**src/rtl/berger_pkg.sv**
```systemverilog
// Package: shared sizing helper for the zero-count check code.
// Assumes the data width is at least 2 bits.
package berger_pkg;
    // Width of a binary count able to hold the values 0..k.
    function automatic int chk_width(input int k);
        return $clog2(k + 1);
    endfunction
endpackage

```
**src/rtl/berger_zero_count.sv**
```systemverilog
// Module: berger_zero_count
// Counts the 0 bits of a K-bit word and returns the count in C bits.
// Purely combinational; assumes C is wide enough to hold the value K.
module berger_zero_count #(
    parameter int K = 8,
    parameter int C = berger_pkg::chk_width(K)
) (
    input  logic [K-1:0] data_i,
    output logic [C-1:0] zeros_o
);
    // Sum the inverted data bits into the count.
    always_comb begin
        zeros_o = '0;
        for (int i = 0; i < K; i++) begin
            zeros_o = zeros_o + C'(!data_i[i]);
        end
    end
endmodule

```
**src/rtl/berger_rail_reg.sv**
```systemverilog
// Module: berger_rail_reg
// Registers a pass/fail result as a dual-rail pair whose polarity
// alternates with a phase bit that flips on every qualified cycle.
// Assumes pass_i is only meaningful when valid_i is high.
module berger_rail_reg (
    input  logic       clk,
    input  logic       rst_n,
    input  logic       valid_i,
    input  logic       pass_i,
    output logic [1:0] rail_o
);
    logic phase_q;

    // Phase bit: cleared by reset, flips on every checked cycle.
    always_ff @(posedge clk) begin
        if (!rst_n)       phase_q <= 1'b0;
        else if (valid_i) phase_q <= ~phase_q;
    end

    // Rail pair: differing when clean, equal when failing, polarity set by phase.
    always_ff @(posedge clk) begin
        if (!rst_n)       rail_o <= 2'b01;
        else if (valid_i) rail_o <= pass_i ? {~phase_q, phase_q} : {phase_q, phase_q};
    end


    rail_flip_chk: assert property (@(posedge clk) disable iff (!rst_n)
        (valid_i && pass_i && $past(valid_i && pass_i)) |=> (rail_o != $past(rail_o)));
endmodule

```
**src/rtl/berger_codec.sv**
```systemverilog
// Module: berger_codec (top)
// Encodes a data word with its zero-count check symbol and checks a
// received word/symbol pair, both registered under a shared valid strobe.
// Assumes K >= 2; outputs hold when valid_i is low.
module berger_codec #(
    parameter int K = 8,
    localparam int C = berger_pkg::chk_width(K),
    localparam int W = K + C
) (
    input  logic         clk,
    input  logic         rst_n,
    input  logic         valid_i,
    input  logic [K-1:0] enc_data_i,
    input  logic [K-1:0] chk_data_i,
    input  logic [C-1:0] chk_sym_i,
    output logic [W-1:0] enc_word_o,
    output logic [1:0]   err_rail_o
);
    logic [C-1:0] enc_zeros;
    logic [C-1:0] chk_zeros;
    logic         chk_pass;

    berger_zero_count #(.K(K), .C(C)) u_enc_cnt (
        .data_i (enc_data_i),
        .zeros_o(enc_zeros)
    );

    berger_zero_count #(.K(K), .C(C)) u_chk_cnt (
        .data_i (chk_data_i),
        .zeros_o(chk_zeros)
    );

    // Compare the recount with the received symbol.
    always_comb chk_pass = (chk_zeros == chk_sym_i);

    // Codeword register: data above, zero count below.
    always_ff @(posedge clk) begin
        if (!rst_n)       enc_word_o <= '0;
        else if (valid_i) enc_word_o <= {enc_data_i, enc_zeros};
    end

    berger_rail_reg u_rail (
        .clk    (clk),
        .rst_n  (rst_n),
        .valid_i(valid_i),
        .pass_i (chk_pass),
        .rail_o (err_rail_o)
    );


    data_pass_chk: assert property (@(posedge clk) disable iff (!rst_n)
        valid_i |=> (enc_word_o[W-1:C] == $past(enc_data_i)));


    sym_range_chk: assert property (@(posedge clk) disable iff (!rst_n)
        enc_word_o[C-1:0] <= C'(K));


    idle_hold_chk: assert property (@(posedge clk) disable iff (!rst_n)
        !valid_i |=> ($stable(enc_word_o) && $stable(err_rail_o)));


    rail_clean_chk: assert property (@(posedge clk) disable iff (!rst_n)
        (valid_i && (chk_zeros == chk_sym_i)) |=> (err_rail_o[0] != err_rail_o[1]));


    rail_error_chk: assert property (@(posedge clk) disable iff (!rst_n)
        (valid_i && (chk_zeros != chk_sym_i)) |=> (err_rail_o[0] == err_rail_o[1]));
endmodule

```
**config.mk**
```make
export PLATFORM = sky130hd
export DESIGN_NAME = berger_codec
export DESIGN_NICKNAME = d
export VERILOG_FILES = /design/src/rtl/berger_pkg.sv /design/src/rtl/berger_zero_count.sv /design/src/rtl/berger_rail_reg.sv /design/src/rtl/berger_codec.sv
export SDC_FILE = /design/constraint.sdc
export NUM_CORES = 1
export LEC_CHECK = 0
export BUFFER_PORTS_ARGS = -buffer_cell sky130_fd_sc_hd__clkbuf_2
export CORE_MARGIN = 3
export CORE_UTILIZATION = 48
export DETAILED_ROUTE_END_ITERATION = 10
export PLACE_DENSITY = 0.86
export SLEW_MARGIN = 20
export SYNTH_ARGS = -nofsm -noshare
export SYNTH_HDL_FRONTEND = slang
export SYNTH_SLANG_ARGS = --single-unit
```
**constraint.sdc**
```tcl
create_clock -name clk -period 4.4 [get_ports clk]
set_clock_uncertainty 0.1 [all_clocks]
set_input_delay 0.66 -clock clk [delete_from_list [all_inputs] [get_ports clk]]
set_output_delay 0.66 -clock clk [all_outputs]
set_load 0.03 [all_outputs]
```
==> results.py, run 1 <==
metrics = {
    "critical_path": {
        "cp_max_fo": 2,
        "cp.required_ns": 4.46,
        "r2r_end": "u_rail.rail_o[1]",
        "end_kind": "flop",
        "critPathArrivalTime_ns": 3.68,
        "reg2reg_from": "u_rail.phase_q",
        "crit_type": "primary input to flop",
        "reg2regPathDepth": 3,
        "start_kind": "primary input",
        "reg2reg_setup_slack_ns": 3.55,
    },
    "power_and_ir_drop": {
        "p_leak_nw": 0.659,
        "vdd_drop_max_uv": 174,
        "powerDensity_nw_per_um2": 326,
    },
    "synthesis": {
        "syn-cell-area_um2": 977,
        "netlist-cell-type-count": 26,
        "synth-compound-area-share_pct": 8.07,
        "synthTopCellsByArea": "dfxtp_1 (31%), fa_1 (16%), mux2i_1 (11%)",
        "synth-edff-count": 0,
        "ys_warn_count": 0,
        "async_reset_ff_share_pct": 0,
        "ys.flop_type": "dfxtp_1",
        "synth_top_area_share_pct": 30.7,
        "yosysTopAreaCell": "dfxtp_1",
        "synthSimpleGateAreaFrac_pct": 12.7,
        "synth_top_family_by_area": "adder cells",
        "synth.yosys.seq_area_share_pct": 30.7,
        "synth_nets": 139,
        "synth.most_common_cell": "inv_1",
        "synthCells": 102,
        "ys_ff_latch": 15,
        "synth_common_cells": "inv_1 (23), dfxtp_1 (15), mux2i_1 (11), nor2b_1 (11), fa_1 (8)",
        "synth.avg_cell_area_um2": 9.58,
        "synthMuxAreaShare_pct": 11.3,
        "synthXorXnorAreaFrac_pct": 2.69,
        "synth_fa_ha_area_share_pct": 24.1,
    },
    "global_routing": {
        "overflow": 0,
        "grt_usage_pct": 18.4,
        "grt_pass1_vias": 885,
        "grt_pass1_wl_um": 3530,
        "grt_max_degree": 20,
        "antenna_found_initial": 0,
    },
    "cells_and_area": {
        "num-fill-cells": 158,
        "post-route-cell-area_um2": 1200,
        "antennaDiodeCount": 0,
        "drive_gt1_share_pct": 29.5,
        "fin_nets": 177,
        "area_delta_synth_final_pct": 22.8,
    },
    "sta": {
        "drv_slew": 0,
        "holdWs_ns": 0.392,
        "rsz0062_at_grt": "no",
        "setup-tns-final_ns": 0,
        "worstMarginPinSlew_ns": 0.476,
        "min_period_ns": 3.62,
        "fmax_mhz": 276,
        "relSlewSlack_pct": 68.3,
        "finalSetupViolCount": 0,
        "hold_violations": 0,
        "fin_crit_sh_pct": 82.4,
    },
    "worst_hold_path": {
        "hold_depth": 1,
        "hp-start": "enc_word_o[1]",
        "hold_path_class": "flop to flop",
        "min_to": "enc_word_o[1]",
    },
    "placed_design": {
        "portBuffers": 36,
        "gp_congestion": 0.735,
        "dp_hpwl_um": 1720,
        "placed_cell_area_um2": 1170,
    },
    "status": {
        "outcome": "completed",
    },
    "die": {
        "fp-row-count": 15,
        "core_um2": 1820,
        "fp.dieH_um": 51.1,
        "start_util_pct": 53.7,
        "die_w_um": 51.1,
        "num_io_pins": 37,
        "dieArea_um2": 2610,
    },
    "routing": {
        "drt_iter0_drc": 12,
        "finalWirelength_um": 1990,
        "drtPass1Iterations": 2,
        "wire_per_inst_um": 12.2,
        "route.detailed.drc": 0,
        "postRouteAntennaNets": 0,
        "vias": 802,
        "viasPerCell": 4.89,
    },
    "clock_tree": {
        "clk_pin_slew_ns": 0.09,
        "cts_sinks": 15,
        "cts.path.max_buffers": 2,
        "numCtsBuffers": 3,
        "cts_tree": "done",
        "insertion_delay_ns": 0.28,
        "post_cts_buffers": 0,
        "cts-htree-levels": 1,
        "clock-root-buffer": "clkbuf_4",
        "post_cts_resize_count": 0,
        "holdBufCountCts": 0,
    },
    "run": {
        "maxCapViolCount": 0,
    },
}
==> worst max-delay path by stage <==
stage,from,to,slack [ns]
6_report,chk_data_i[0],u_rail.rail_o[1],0.78
3_3_place_gp,chk_data_i[0],u_rail.rail_o[1],0.65
2_1_floorplan,chk_data_i[0],u_rail.rail_o[1],0.79
4_1_cts,chk_data_i[0],u_rail.rail_o[1],0.78
3_5_place_dp,chk_data_i[0],u_rail.rail_o[1],0.47
5_1_grt,chk_data_i[0],u_rail.rail_o[1],0.67
==> per-layer routing <==
metal | GRT usage (%) | share of wire (%) | vias to the layer above
met2 | 34.1 | 53 | 29
met1 | 18.2 | 37 | 372
met5 | 0 | 0 | -
li1 | - | - | 390
met3 | 3.21 | 5.4 | 11
met4 | 12.6 | 4.3 | 0
==> power by group <==
part           leakage (nW)  internal, mW  switching [mW]
logic                 0.517        0.0691          0.0885
clock network        0.0177        0.0339          0.0467
registers             0.124         0.147         0.00572
==> per-stage QoR <==
stage	cells	utilization [%]	setup WS, ns	total power, mW
2_1_floorplan	102	-	0.792	0.270
3_3_place_gp	160	64.4	0.652	0.302
3_5_place_dp	160	64.4	0.475	0.315
4_1_cts	164	65.9	0.779	0.396
5_1_grt	164	65.9	0.673	0.425
6_report	164	65.9	0.776	0.391
==> flip-flops by register name, indices dropped and copies added (netlist names) <==
register and cells:
u_rail.rail_o 2, u_rail.phase_q 1, enc_word_o 12
==> critical path: stages <==
cell and delay, ns:
clkbuf_2 0.07, inv_1 0.03, ha_1 0.30, fa_1 0.48, fa_1 0.52, inv_1 0.05
fa_1 0.40, fa_1 0.39, nand2b_1 0.18, a211o_1 0.32, o21ai_2 0.07, a21o_1 0.13
a31oi_1 0.07
==> cell families after synthesis <==
logic type                 count (synthesis)
DFF                                       15
AOI/OAI and AO/OA                         11
muxes                                     11
adders and majority gates                 14
and+or+nand+nor                           22
buffers and inverters                     26
xor gates and xnor gates                   3
==> area by class of cell <==
class | instances | area [um2] | share of cell area, %
Multi-Input combinational cell | 61 | 574 | 47.9
Clock inverter | 1 | 5.00 | 0.417
Sequential cell | 15 | 300 | 25.0
Clock buffer | 3 | 22.5 | 1.88
Timing Repair Buffer | 36 | 180 | 15.0
Inverter | 23 | 86.3 | 7.19
Tap cell | 25 | 31.3 | 2.61
==> layout by cell type (no fill, tap or decap), drive strengths merged <==
cell,count
nand3,1
clkinv,1
mux2i,11
clkbuf,39
dfxtp,15
inv,23
nand2b,4
xnor2,3
nand2,2
o2111ai,1
a21oi,1
ha,6
o21ai,3
a21o,1
a31oi,1
o21a,1
o22ai,1
and2,1
fa,8
a211o,1
nor2b,11
o211a,1
nor2,3
No activity file was read; power rests on OpenSTA's default activity.
==> inputs of run 2 (changes only) <==
--- a/config.mk
+++ b/config.mk
@@ -7,9 +7,9 @@
 export LEC_CHECK = 0
 export BUFFER_PORTS_ARGS = -buffer_cell sky130_fd_sc_hd__clkbuf_2
 export CORE_MARGIN = 3
-export CORE_UTILIZATION = 48
+export CORE_UTILIZATION = 43
 export DETAILED_ROUTE_END_ITERATION = 10
-export PLACE_DENSITY = 0.86
+export PLACE_DENSITY = 0.82
 export SLEW_MARGIN = 20
 export SYNTH_ARGS = -nofsm -noshare
 export SYNTH_HDL_FRONTEND = slang
==> constraint.sdc (replaced) <==
create_clock -name clk -period 3.14 [get_ports clk]
set_clock_uncertainty 0.1 [all_clocks]
set_input_delay 0.471 -clock clk [delete_from_list [all_inputs] [get_ports clk]]
set_output_delay 0.471 -clock clk [all_outputs]
set_load 0.03 [all_outputs]
==> run 2 against run 1 <==
  * The flow now finishes with violations (negative setup slack)
  * Die area up 10%
  * Combinational power increased by 47%
  * Worst hold slack got worse by 0.026 ns
  * Final area increased by 3.4%
  * Sequential share of layout area fell by 0.83 points
  * Power is 42% higher
  * Flip-flop and latch count unchanged
  * Global-route usage is 1.2 points lower
  * Routed wire length increased by 12%
  * Largest power group unchanged
==> results.py, run 2 (synthesis results as in run 1) <==
metrics = {
    "status": {
        "outcome": "finished, violations left",
        "violations": "negative setup slack",
    },
    "critical_path": {
        "critPathArrivalTime_ns": 3.29,
        "end_kind": "flop",
        "worst_path_max_delay_cell": "fa_1",
        "crit_chain": "buf_6 > inv_4 > ha_4 > fa_1 > fa_1 > inv_1 > fa_2 > fa_2 > nand2b_4 > a211o_1 > o21ai_2 > a21o_1 > a31oi_1",
        "crit_family": "adder cells",
        "start_kind": "primary input",
        "cp_max_fo": 2,
        "cp_num_buf_inv": 3,
        "reg2reg_setup_slack_ns": 2.28,
        "crit_type": "primary input to flop",
        "critPathMaxStageDelay_ns": 0.51,
        "cp.required_ns": 3.18,
    },
    "placed_design": {
        "portBuffers": 36,
        "dp_hpwl_um": 1800,
        "placed_cell_area_um2": 1190,
        "pre_cts_ws_ns": -0.462,
        "gp_congestion": 0.700,
    },
    "global_routing": {
        "grt_pass1_wl_um": 3510,
        "overflow": 0,
        "grt_max_degree": 20,
        "grt_pass1_vias": 841,
        "antenna_found_initial": 0,
        "grt_usage_pct": 17.2,
    },
    "die": {
        "core_um2": 2060,
        "start_util_pct": 47.4,
        "dieArea_um2": 2880,
        "fp.dieH_um": 53.7,
        "fp-row-count": 16,
        "die_w_um": 53.7,
        "num_io_pins": 37,
    },
    "sta": {
        "worstMarginPinSlew_ns": 0.484,
        "finalSetupViolCount": 1,
        "hold_violations": 0,
        "rsz0062_at_grt": "yes",
        "relSlewSlack_pct": 67.7,
        "fin_crit_sh_pct": 103,
        "min_period_ns": 3.25,
        "drv_slew": 0,
        "setup_ws_ns": -0.105,
        "fmax_mhz": 308,
        "setup-tns-final_ns": -0.105,
    },
    "run": {
        "maxCapViolCount": 0,
    },
    "power_and_ir_drop": {
        "p_leak_nw": 0.662,
        "p_total_mw": 0.557,
        "vdd_drop_max_uv": 203,
        "powerDensity_nw_per_um2": 448,
    },
    "routing": {
        "route.detailed.drc": 0,
        "wire_per_inst_um": 13.4,
        "viasPerCell": 4.95,
        "finalWirelength_um": 2230,
        "vias": 821,
        "postRouteAntennaNets": 0,
        "drt_iter0_drc": 3,
        "drtPass1Iterations": 4,
    },
    "cells_and_area": {
        "multiInputGateArea_um2": 599,
        "mostFrequentLayoutCells": "clkbuf_2 (34), inv_1 (21), dfxtp_1 (15), mux2i_1 (11), nor2b_1 (11)",
        "area_delta_synth_final_pct": 27.0,
        "antennaDiodeCount": 0,
        "top_register": "enc_word_o",
        "num-fill-cells": 170,
        "top_regs": "enc_word_o x12, u_rail.rail_o x2, u_rail.phase_q x1",
        "final_common_cell": "clkbuf_2",
        "fin_nets": 177,
        "register_area_um2": 300,
        "fin_util_pct": 60.2,
        "largest_reg_flops": 12,
        "post-route-cell-area_um2": 1240,
        "drive_gt1_share_pct": 33.1,
    },
    "clock_tree": {
        "insertion_delay_ns": 0.28,
        "numCtsBuffers": 3,
        "cts_sinks": 15,
        "clock-root-buffer": "clkbuf_4",
        "cts-htree-levels": 1,
        "cts.path.max_buffers": 2,
        "clk_pin_slew_ns": 0.09,
        "cts_tree": "done",
    },
    "worst_hold_path": {
        "hold_path_class": "primary input to flop",
    },
}
==> run 2: cell count changes in the layout (fill, tap and decap cells not counted), moves of 2 or more <==
cell      before  now
fa_1           8    6
inv_1         23   21
fa_2           0    2
clkbuf_2      36   34
buf_6          0    2
==> run 2: tightest hold or removal path, stage by stage <==
cell	delay, ns
clkbuf_2	0.09
mux2i_1	0.06
nor2b_1	0.10
==> run 2: cell type report <==
| class | instances | area share [%] |
|---|---|---|
| Clock buffer | 4 | 2.12 |
| Timing Repair Buffer | 36 | 15.5 |
| Tap cell | 27 | 2.72 |
| Inverter | 23 | 7.16 |
| Sequential cell | 15 | 24.2 |
| Multi-Input combinational cell | 61 | 48.3 |
==> run 2: timing repair <==
item	CTS	global route
hold buffers	0	0
setup buffers	0	0
setup endpoints to repair	1	1
resized for setup	3	3
pin swaps	2	3
==> run 2: per-layer routing <==
metal	global-route usage [%]	wire, um	vias to the layer above
li1	-	-	390
met1	16.7	792	387
met2	31.0	1240	31
met3	4.43	102	13
met4	11.9	94	0
met5	0	0	-
==> run 2: worst paths after layout <==
kind / startpoint / to / cells after the start
worst max-delay path: chk_data_i[0] / u_rail.rail_o[1] / 13
worst min-delay path: enc_data_i[3] / enc_word_o[7] / 3
worst max register to register: u_rail.phase_q / u_rail.rail_o[1] / 3
worst min register to register: enc_word_o[1] / enc_word_o[1] / 1
==> run 2: power by group <==
part	switching, mW	total, mW	leakage [nW]	internal (mW)
combinational	0.129	0.233	0.523	0.104
sequential	0.00803	0.214	0.124	0.206
clock	0.0602	0.110	0.0150	0.0493
total	0.197	0.557	0.662	0.360
==> run 2: through the flow <==
step	std cells	hold slack (ns)
after floorplan	102	0.393
final	166	0.366
after detailed placement	162	0.376
after CTS	166	0.367
after global routing	166	0.410
after global placement	162	0.367
==> inputs of run 3 (changes only) <==
--- a/config.mk
+++ b/config.mk
@@ -7,9 +7,9 @@
 export LEC_CHECK = 0
 export BUFFER_PORTS_ARGS = -buffer_cell sky130_fd_sc_hd__clkbuf_2
 export CORE_MARGIN = 3
-export CORE_UTILIZATION = 43
+export CORE_UTILIZATION = 48
 export DETAILED_ROUTE_END_ITERATION = 10
-export PLACE_DENSITY = 0.82
+export PLACE_DENSITY = 0.86
 export SLEW_MARGIN = 20
 export SYNTH_ARGS = -nofsm -noshare
 export SYNTH_HDL_FRONTEND = slang
==> constraint.sdc (replaced) <==
create_clock -name clk -period 3.2 [get_ports clk]
set_clock_uncertainty 0.1 [all_clocks]
set_input_delay 0.48 -clock clk [delete_from_list [all_inputs] [get_ports clk]]
set_output_delay 0.48 -clock clk [all_outputs]
set_load 0.03 [all_outputs]
==> run 3 against run 2 <==
  * The flow still finishes with violations (negative setup slack)
  * Sequential power barely moved
  * Sequential share of layout area did not move
  * Clock power fell by 6%
  * Routed wire length fell by 9.5%
  * Worst hold slack improved by 0.019 ns
==> results.py, run 3 (synthesis results as in run 1) <==
metrics = {
    "status": {
        "outcome": "finished, violations left",
        "violations": "negative setup slack",
    },
    "cells_and_area": {
        "top_regs": "enc_word_o x12, u_rail.rail_o x2, u_rail.phase_q x1",
        "antennaDiodeCount": 0,
        "area_delta_synth_final_pct": 27.0,
        "largest_reg_flops": 12,
        "multiInputGateArea_um2": 599,
        "drive_gt1_share_pct": 33.8,
        "register_area_um2": 300,
        "post-route-cell-area_um2": 1240,
        "top_register": "enc_word_o",
        "mostFrequentLayoutCells": "clkbuf_2 (34), inv_1 (20), dfxtp_1 (15), mux2i_1 (11), nor2b_1 (11)",
        "fin_util_pct": 68.2,
        "num-fill-cells": 148,
        "final_common_cell": "clkbuf_2",
        "fin_nets": 177,
    },
    "run": {
        "maxCapViolCount": 0,
    },
    "die": {
        "fp-row-count": 15,
        "core_um2": 1820,
        "num_io_pins": 37,
        "die_w_um": 51.1,
        "dieArea_um2": 2610,
        "start_util_pct": 53.7,
        "fp.dieH_um": 51.1,
    },
    "clock_tree": {
        "cts.path.max_buffers": 2,
        "clk_pin_slew_ns": 0.08,
        "post_cts_buffers": 0,
        "numCtsBuffers": 3,
        "clock-root-buffer": "clkbuf_4",
        "holdBufCountCts": 0,
        "cts-htree-levels": 1,
        "insertion_delay_ns": 0.27,
        "cts_tree": "done",
        "cts_sinks": 15,
    },
    "sta": {
        "min_period_ns": 3.25,
        "rsz0062_at_grt": "yes",
        "fin_crit_sh_pct": 102,
        "setup_ws_ns": -0.0539,
        "fmax_mhz": 307,
        "finalSetupViolCount": 1,
        "drv_slew": 0,
        "relSlewSlack_pct": 68.3,
        "worstMarginPinSlew_ns": 0.475,
        "hold_violations": 0,
    },
    "critical_path": {
        "reg2reg_from": "u_rail.phase_q",
        "r2r_end": "u_rail.rail_o[1]",
        "critPathLaunch": "chk_data_i[1]",
        "crit_type": "primary input to flop",
        "reg2regPathDepth": 3,
        "reg2reg_setup_slack_ns": 2.31,
        "critPathArrivalTime_ns": 3.30,
        "cp_max_fo": 2,
        "cp.required_ns": 3.24,
        "end_kind": "flop",
        "start_kind": "primary input",
    },
    "routing": {
        "finalWirelength_um": 2010,
        "vias": 793,
        "viasPerCell": 4.84,
        "drtPass1Iterations": 4,
        "postRouteAntennaNets": 0,
        "wire_per_inst_um": 12.3,
        "route.detailed.drc": 0,
        "drt_iter0_drc": 11,
    },
    "power_and_ir_drop": {
        "comb_power_share_pct": 42.0,
        "p_leak_nw": 0.661,
        "p_total_mw": 0.541,
        "clkPwrFrac_pct": 19.1,
        "power.switching_mw": 0.187,
        "cellInternalPower_mw": 0.353,
        "p_seq_share_pct": 39.0,
        "vdd_drop_max_uv": 258,
        "swShare_pct": 34.6,
        "powerDensity_nw_per_um2": 435,
    },
    "global_routing": {
        "grt_pass1_wl_um": 3270,
        "grt_pass1_vias": 788,
        "gr-max-usage-layer": "met2",
        "met1_usage_pct": 17.4,
        "grt_usage_pct": 17.1,
        "overflow": 0,
        "grt_max_degree": 20,
        "met3_usage_pct": 5.25,
        "antenna_found_initial": 0,
        "grt_use_met2_pct": 33.3,
    },
    "placed_design": {
        "portBuffers": 36,
        "placed_cell_area_um2": 1180,
        "dp_hpwl_um": 1600,
        "gp_congestion": 0.724,
    },
    "worst_hold_path": {
        "hp-start": "enc_data_i[3]",
        "hold_path_class": "primary input to flop",
        "hold_depth": 3,
        "min_to": "enc_word_o[7]",
    },
}
-- run 3: cell count changes in the layout (fill, tap and decap cells not counted) --
cell   previous run  this run
inv_4             1         2
inv_1            21        20
-- run 3: how the worst max path moves through the flow --
| stage | endpoint | slack, ns | cells past startpoint |
|---|---|---|---|
| 3_5_place_dp | u_rail.rail_o[1] | -0.35 | 13 |
| 6_report | u_rail.rail_o[1] | -0.05 | 13 |
| 2_1_floorplan | u_rail.rail_o[1] | -0.13 | 12 |
| 4_1_cts | u_rail.rail_o[1] | -0.05 | 13 |
| 3_3_place_gp | u_rail.rail_o[1] | -0.27 | 13 |
| 5_1_grt | u_rail.rail_o[1] | -0.14 | 13 |
-- run 3: per-layer routing --
metal,vias to the layer above,wire (um)
met2,28,1130
met3,2,140
met1,371,732
met5,-,0
met4,0,10
li1,392,-
-- run 3: final cells by class --
cell class	count	area share, %
multi-input cells	61	48.3
flip-flops and latches	15	24.2
repair buffers	36	15.5
inverters	23	7.36
well taps	25	2.52
clock buffers	4	2.12
-- run 3: worst max-delay path, cell delays in order --
cell      delay (ns)
buf_6           0.10
inv_4           0.05
ha_4            0.19
fa_1            0.47
fa_1            0.53
inv_2           0.04
fa_2            0.37
fa_2            0.37
nand2b_4        0.15
a211o_1         0.26
o21ai_2         0.07
a21o_1          0.13
a31oi_1         0.07
-- run 3: timing repair --
item / CTS / global route
endpoints found under the setup margin: 1 / 1
pin swaps: 0 / 8
resized for setup: 0 / 8
-- run 3: metrics by stage --
step	setup TNS (ns)	instances	hold slack (ns)	setup slack (ns)
2_1_floorplan	-0.127	102	0.393	-0.127
3_3_place_gp	-0.266	160	0.370	-0.266
3_5_place_dp	-0.349	160	0.369	-0.349
4_1_cts	-0.0500	164	0.377	-0.0500
5_1_grt	-0.144	164	0.388	-0.144
6_report	-0.0539	164	0.385	-0.0539
-- run 3: power by group through the flow --
stage / combinational (mW) / clock (mW) / sequential (mW)
after detailed placement: 0.219 / 0 / 0.215
after floorplan: 0.134 / 0 / 0.242
final: 0.227 / 0.103 / 0.211
after CTS: 0.223 / 0.109 / 0.211
after global placement: 0.209 / 0 / 0.213
after global routing: 0.257 / 0.117 / 0.213
